<file path="config.mk">
export PLATFORM = sky130hd
export DESIGN_NAME = pdh_frame_mux
export DESIGN_NICKNAME = d
export VERILOG_FILES = /design/src/rtl/pdh_frame_mux.sv
export SDC_FILE = /design/constraint.sdc
export NUM_CORES = 1
export LEC_CHECK = 0
export ABC_AREA = 0
export BUFFER_PORTS_ARGS = -buffer_cell sky130_fd_sc_hd__buf_4
export CAP_MARGIN = 20
export CORE_UTILIZATION = 30
export CTS_CLUSTER_DIAMETER = 30
export DETAILED_ROUTE_END_ITERATION = 7
export PLACE_DENSITY = 0.55
export SLEW_MARGIN = 20
export SYNTH_ARGS = -nofsm -noshare
export SYNTH_HDL_FRONTEND = slang
export SYNTH_SLANG_ARGS = --single-unit
</file>
<file path="constraint.sdc">
create_clock -name clk -period 1.83 [get_ports clk]
set_input_delay 0.0915 -clock clk [delete_from_list [all_inputs] [get_ports clk]]
set_output_delay 0.0915 -clock clk [all_outputs]
set_load 0.03 [all_outputs]
</file>
<file path="src/rtl/pdh_frame_mux.sv">
module pdh_frame_mux #(
  parameter int         SET_BITS   = 212,
  parameter logic [9:0] ALIGN_WORD = 10'b1111010000
) (
  input  logic       clk,
  input  logic       rst_n,
  input  logic       alarm_bit,
  input  logic       national_bit,
  input  logic [3:0] trib_data,
  input  logic [3:0] trib_valid,
  output logic [3:0] trib_ready,
  input  logic [3:0] stuff_req,
  output logic       line_bit,
  output logic       frame_start
);
  localparam int BW = $clog2(SET_BITS);

  logic [BW-1:0] bit_q;
  logic [1:0]    set_q;
  logic [3:0]    stuff_q;
  logic          line_q, fs_q, nxt_bit;

  wire       last_bit = (bit_q == BW'(SET_BITS - 1));
  wire [1:0] lane     = bit_q[1:0];
  wire [3:0] fas_idx  = 4'd9 - bit_q[3:0];

  wire in_fas   = (set_q == 2'd0) && (bit_q < BW'(10));
  wire in_alarm = (set_q == 2'd0) && (bit_q == BW'(10));
  wire in_nat   = (set_q == 2'd0) && (bit_q == BW'(11));
  wire in_ctrl  = (set_q != 2'd0) && (bit_q < BW'(4));
  wire in_stuff = (set_q == 2'd3) && (bit_q >= BW'(4)) && (bit_q < BW'(8));
  wire dummy    = in_stuff && stuff_q[lane];
  wire data_slot = !(in_fas || in_alarm || in_nat || in_ctrl || dummy);

  assign trib_ready  = data_slot ? (4'b0001 << lane) : 4'b0000;
  assign line_bit    = line_q;
  assign frame_start = fs_q;

  always_comb begin
    if (in_fas)         nxt_bit = ALIGN_WORD[fas_idx];
    else if (in_alarm)  nxt_bit = alarm_bit;
    else if (in_nat)    nxt_bit = national_bit;
    else if (in_ctrl)   nxt_bit = stuff_q[lane];
    else if (dummy)     nxt_bit = 1'b1;
    else                nxt_bit = trib_valid[lane] ? trib_data[lane] : 1'b1;
  end

  always_ff @(posedge clk) begin
    if (!rst_n) begin
      bit_q   <= '0;
      set_q   <= '0;
      stuff_q <= '0;
      line_q  <= 1'b0;
      fs_q    <= 1'b0;
    end else begin
      bit_q  <= last_bit ? '0 : bit_q + 1'b1;
      if (last_bit) set_q <= set_q + 1'b1;
      if (last_bit && set_q == 2'd0) stuff_q <= stuff_req;
      line_q <= nxt_bit;
      fs_q   <= (set_q == 2'd0) && (bit_q == '0);
    end
  end
endmodule

</file>
==> flow_summary.json, run 1 <==
{
  "status": "finished, violations left",
  "violations": "negative setup slack",
  "netlist_instances": 119,
  "core_um2": 3128,
  "finalHoldViolCount": 0,
  "worstPathCellList": "mux4_2, o211ai_2, a21oi_2, or2_4, nor2_2, buf_6",
  "dieArea_um2": 3614,
  "wire_per_inst_um": 11.01,
  "grt_pass1_vias": 824,
  "pwr_density_cell_nw_per_um2": 525.6,
  "final_nets": 175,
  "drtPass1Iterations": 4,
  "die_x_um": 60.12,
  "setup_viol": 4,
  "area_growth_pct": 29.88,
  "std_cell_rows": 20,
  "crit_slowest_cell": "mux4_2",
  "grt_max_degree": 11,
  "design_area_um2": 1316,
  "vias": 890,
  "start_util_pct": 32.40,
  "critPathRequiredTime_ns": 1.74,
  "min_period_over_period_pct": 105.5,
  "synth_edf_count": 0,
  "cts-root-buf": "clkbuf_4",
  "maxSlewViolCount": 0,
  "max-vdd-ir-drop_uv": 244.2,
  "setup_ws_ns": -0.1004,
  "max_freq_mhz": 518.0,
  "swShare_pct": 27.02,
  "async_reset_ff_share_pct": 0,
  "slew_headroom_pct": 70.59,
  "overflow": 0,
  "wl_um": 2103,
  "pwr-share-clk_pct": 26.6,
  "drt-vias-per-instance": 4.660,
  "antenna_left": 0,
  "die_h_um": 60.12,
  "clkSinkCount": 16,
  "synth_ff_type": "dfxtp_1",
  "fillCellCount": 333,
  "dpl.hpwl_um": 1669,
  "grt_pass1_wl_um": 3643,
  "postCtsHoldBufs": 0,
  "path_clk_slew_ns": 0.09,
  "cts_setup_buffers": 0,
  "postSynthRegisterBits": 16,
  "most-common-layout-cells": "buf_4 (25), dfxtp_1 (13), nand2_1 (12), inv_1 (11)",
  "cts_max_level": 1,
  "hold_path_class": "primary input to flip-flop",
  "startpoint_type": "flip-flop",
  "gp_congestion": 0.8215,
  "yosys_warnings": 0,
  "hold-worst-slack_ns": 0.05932,
  "drive_gt1_share_pct": 31.97,
  "internal-power_mw": 0.5049,
  "final_common_cell": "buf_4",
  "worstMarginPinSlew_ns": 0.4406,
  "yosysSeqAreaShare_pct": 31.60,
  "period_minus_slack_ns": 1.930,
  "io_buffer_count": 21,
  "n_antenna_cell": 0,
  "critPathCaptureType": "primary output",
  "drt_iter0_markers": 20,
  "route.detailed.drc": 0,
  "crit_type": "flip-flop to primary output",
  "clk_latency_ns": 0.28,
  "ys_types": 35,
  "final_core_util_pct": 42.08,
  "syn_area_um2": 1013,
  "grt_usage_pct": 13.68,
  "final.setup_skew_ns": 0.004049,
  "synth_area_leaders": "dfxtp_1 (32%), ha_1 (12%), nand2_1 (4.4%), inv_1 (4.1%), nor2_1 (3.7%)",
  "yosysTopAreaCell": "dfxtp_1",
  "antenna_found_initial": 0,
  "grt_setup_unrepaired": "true",
  "clock_path_buffers": 2,
  "synth_nets": 145,
  "drv_cap": 0,
  "seq_area_um2": 326.6,
  "yosysTopAreaCellShare_pct": 31.60,
  "cts_tree": "done",
  "max_stage_delay_ns": 0.51,
  "arrival_ns": 1.84,
  "critPathMaxFanout": 4,
  "ioPinCount": 22,
  "multi_input_area_um2": 638.1,
  "p_comb_share_pct": 20.0,
  "cts_made_buffers": 3,
  "seqPwrFrac_pct": 53.4,
  "p_leak_nw": 0.5582,
  "p_sw_mw": 0.1869,
  "postPlaceCellArea_um2": 1267,
  "avgSynthCellArea_um2": 8.517
}
==> logic make-up after synthesis <==
logic type	Yosys count	synth area share, %
buf+inv	15	5.925
flops	16	31.61
xor+xnor	7	6.050
compound gates	20	13.46
fa+ha+maj	10	12.35
mux	2	3.210
simple gates	49	27.41
==> final timing paths <==
path	start	end	depth (start not counted)	slack, ns
worst max register to register	bit_q[1]	bit_q[5]	5	0.20
worst min-delay path	stuff_req[3]	stuff_q[3]	3	0.06
worst max-delay path	bit_q[0]	trib_ready[1]	6	-0.10
worst min register to register	stuff_q[3]	stuff_q[3]	2	0.47
==> through the flow <==
step	setup TNS [ns]	instances	setup WS [ns]	power (mW)
detailed placement	0	188	0.1194	0.5168
finish	-0.3694	191	-0.1004	0.6918
global placement	0	188	0.1582	0.5147
global route	-0.7794	191	-0.2024	0.7425
CTS	-0.5025	191	-0.1305	0.7084
floorplan	0	119	0.09781	0.4498
==> critical path, delay by kind of cell, from the launching register on <==
| family | cells | cell delay, ns |
|---|---|---|
| flip-flops | 1 | 0.37 |
| AO/OA/AOI/OAI | 2 | 0.17 |
| AND/OR/NAND/NOR | 2 | 0.36 |
| multiplexers | 1 | 0.51 |
| buffers and inverters | 1 | 0.13 |
==> cell usage after synthesis, types with 2 or more instances <==
cell type,n
dfxtp_1,16
a21boi_1,3
inv_1,11
nand3_1,6
xor2_1,4
nor2_2,4
nor2_1,10
a21oi_1,5
nand2b_1,4
buf_2,3
o221ai_1,2
nand4_1,2
nor2b_1,2
o21ai_0,4
xnor2_1,3
ha_1,10
nand2_1,12
==> sequential cells by signal (all words and copies together) (netlist names) <==
name and cells:
line_bit 1, frame_start 1, set_q 2, bit_q 8, stuff_q 4
==> power by group through the flow <==
stage	clock network (mW)	logic, mW	registers, mW
finish	0.184	0.139	0.369
global route	0.213	0.158	0.372
CTS	0.198	0.141	0.370
detailed placement	0	0.139	0.377
global placement	0	0.138	0.377
floorplan	0	0.0623	0.387
==> cell type report <==
class / count / share of cell area (%)
inverters: 11 / 3.137
repair buffers: 29 / 17.68
flip-flops and latches: 16 / 24.81
clock buffers: 3 / 1.711
multi-input cells: 88 / 48.48
well taps: 44 / 4.183
==> timing repair <==
item / 4_1_cts / 5_1_grt
endpoints found under the setup margin: 4 / 4
gates resized for setup: 7 / 2
pin swaps: 1 / 0
==> routing by layer <==
layer  global-route usage [%]  vias to the layer above  wire, um
li1                         -                      455         -
met1                    17.47                      413      1034
met2                    21.66                       20       975
met3                    2.165                        2        79
met4                    7.641                        0        12
met5                        0                        -         0
No activity file was read; power rests on OpenSTA's default activity.
==> inputs of run 2 (changes only) <==
- PLACE_DENSITY: 0.55 -> 0.57
- clock period: 1.83 -> 1.5 ns (I/O delays scaled with it)
==> flow_summary.json, run 2 (synthesis results as in run 1) <==
{
  "status": "finished, violations left",
  "violations": "negative setup slack",
  "final_nets": 191,
  "setup_ws_ns": -0.3831,
  "final.setup_skew_ns": 0.003615,
  "min_period_over_period_pct": 125.5,
  "worstMarginPinSlew_ns": 0.4648,
  "drtPass1Iterations": 2,
  "ioPinCount": 22,
  "slew_headroom_pct": 68.68,
  "final_core_util_pct": 51.40,
  "cts_made_buffers": 3,
  "max-vdd-ir-drop_uv": 346.3,
  "cp_num_buf_inv": 1,
  "n_antenna_cell": 0,
  "drt_iter0_markers": 25,
  "crit_slowest_cell": "mux4_2",
  "setup_viol": 19,
  "path_clk_slew_ns": 0.10,
  "antenna_found_initial": 0,
  "die_h_um": 60.12,
  "crit_type": "flip-flop to primary output",
  "dpl.hpwl_um": 1780,
  "post-place-ws_ns": -0.1126,
  "fillCellCount": 298,
  "tns_ns": -3.263,
  "cts_max_level": 1,
  "area_growth_pct": 58.64,
  "grt_setup_unrepaired": "true",
  "reg_top3": "bit_q (8), stuff_q (4), set_q (2)",
  "max_freq_mhz": 531.0,
  "arrival_ns": 1.81,
  "grt_pass1_wl_um": 4305,
  "finalHoldViolCount": 0,
  "p_leak_nw": 0.6888,
  "grt_pass1_vias": 982,
  "cpLargestDelayFamily": "multiplexers",
  "io_buffer_count": 21,
  "critPathCaptureType": "primary output",
  "most-common-layout-cells": "buf_4 (35), dfxtp_1 (13), nor2_1 (10), buf_6 (10), inv_1 (8)",
  "largest_register_ffs": 8,
  "largest_register": "bit_q",
  "clock_path_buffers": 2,
  "gp_congestion": 0.8459,
  "startpoint_type": "flip-flop",
  "cts-root-buf": "clkbuf_4",
  "wl_um": 2514,
  "hold_path_class": "primary input to flip-flop",
  "route.detailed.drc": 0,
  "wire_per_inst_um": 12.09,
  "period_minus_slack_ns": 1.883,
  "postCtsHoldBufs": 0,
  "std_cell_rows": 20,
  "pwr_density_cell_nw_per_um2": 594.2,
  "max_stage_delay_ns": 0.51,
  "placed_cells": 202,
  "cts_tree": "done",
  "antenna_left": 0,
  "fin_cells": 208,
  "final_common_cell": "buf_4",
  "worstPathCellList": "mux4_2, o211ai_2, a21oi_2, or2_4, nor2_4, buf_6",
  "drv_cap": 0,
  "maxSlewViolCount": 0,
  "start_util_pct": 32.40,
  "drive_gt1_share_pct": 51.83,
  "overflow": 0,
  "dieArea_um2": 3614,
  "drt-vias-per-instance": 4.639,
  "critPathRequiredTime_ns": 1.42,
  "die_x_um": 60.12,
  "clkSinkCount": 16,
  "grt_usage_pct": 15.81,
  "clk_latency_ns": 0.28,
  "grt_max_degree": 10,
  "vias": 965,
  "core_um2": 3128,
  "critPathMaxFanout": 4
}
## run 2: changes by cell type in the layout (fill, tap and decap cells not counted), moves of 4 or more
cell and change:
buf_4 +10, buf_6 +6, nand2_1 -5, nand2_2 +4
## run 2: tightest hold or removal path, cell delays in order
cell      delay, ns
buf_4          0.11
nand3_2        0.04
a21boi_1       0.05
## run 2: per-stage QoR
step	hold WS [ns]	total power, mW	area (um2)
final	0.04422	0.9554	1608
after floorplan	0.1966	0.5545	1052
after global placement	0.3386	0.6478	1401
after CTS	0.04270	0.9556	1528
after detailed placement	0.3513	0.6502	1401
after global routing	0.04190	1.008	1608
## run 2: path summary, 6_finish.rpt
kind / start / endpoint / slack, ns / cells after the start
hold reg to reg: stuff_q[0] / stuff_q[0] / 0.46 / 2
hold / removal: stuff_req[1] / stuff_q[1] / 0.04 / 3
setup / recovery: bit_q[0] / trib_ready[2] / -0.38 / 6
setup reg to reg: bit_q[0] / set_q[1] / -0.24 / 11
## run 2: per-layer routing
layer / wire, um / vias to the layer above / GRT usage (%)
li1: - / 489 / -
met1: 1108 / 451 / 19.00
met2: 1290 / 21 / 27.79
met3: 66 / 4 / 1.515
met4: 49 / 0 / 7.641
met5: 0 / - / 0
## run 2: what timing repair did
action                                  in CTS  in global routing
resized for setup                           22                 18
endpoints found under the hold margin        0                  0
setup buffers                                1                  3
pin swaps                                    4                 12
endpoints found under the setup margin      11                 19
## run 2: final cells by class
cell class / instances / area [um2] / area share, %
well taps: 44 / 55.05 / 3.424
multi-input cells: 88 / 773.2 / 48.09
inverters: 11 / 41.29 / 2.568
flip-flops and latches: 16 / 326.6 / 20.31
repair buffers: 45 / 375.4 / 23.35
clock buffers: 4 / 36.28 / 2.257
## run 2: where the power goes
part	switching [mW]	internal, mW	total, mW
sequential	0.0114	0.439	0.450
clock	0.134	0.148	0.282
combinational	0.108	0.116	0.224
total	0.253	0.702	0.955
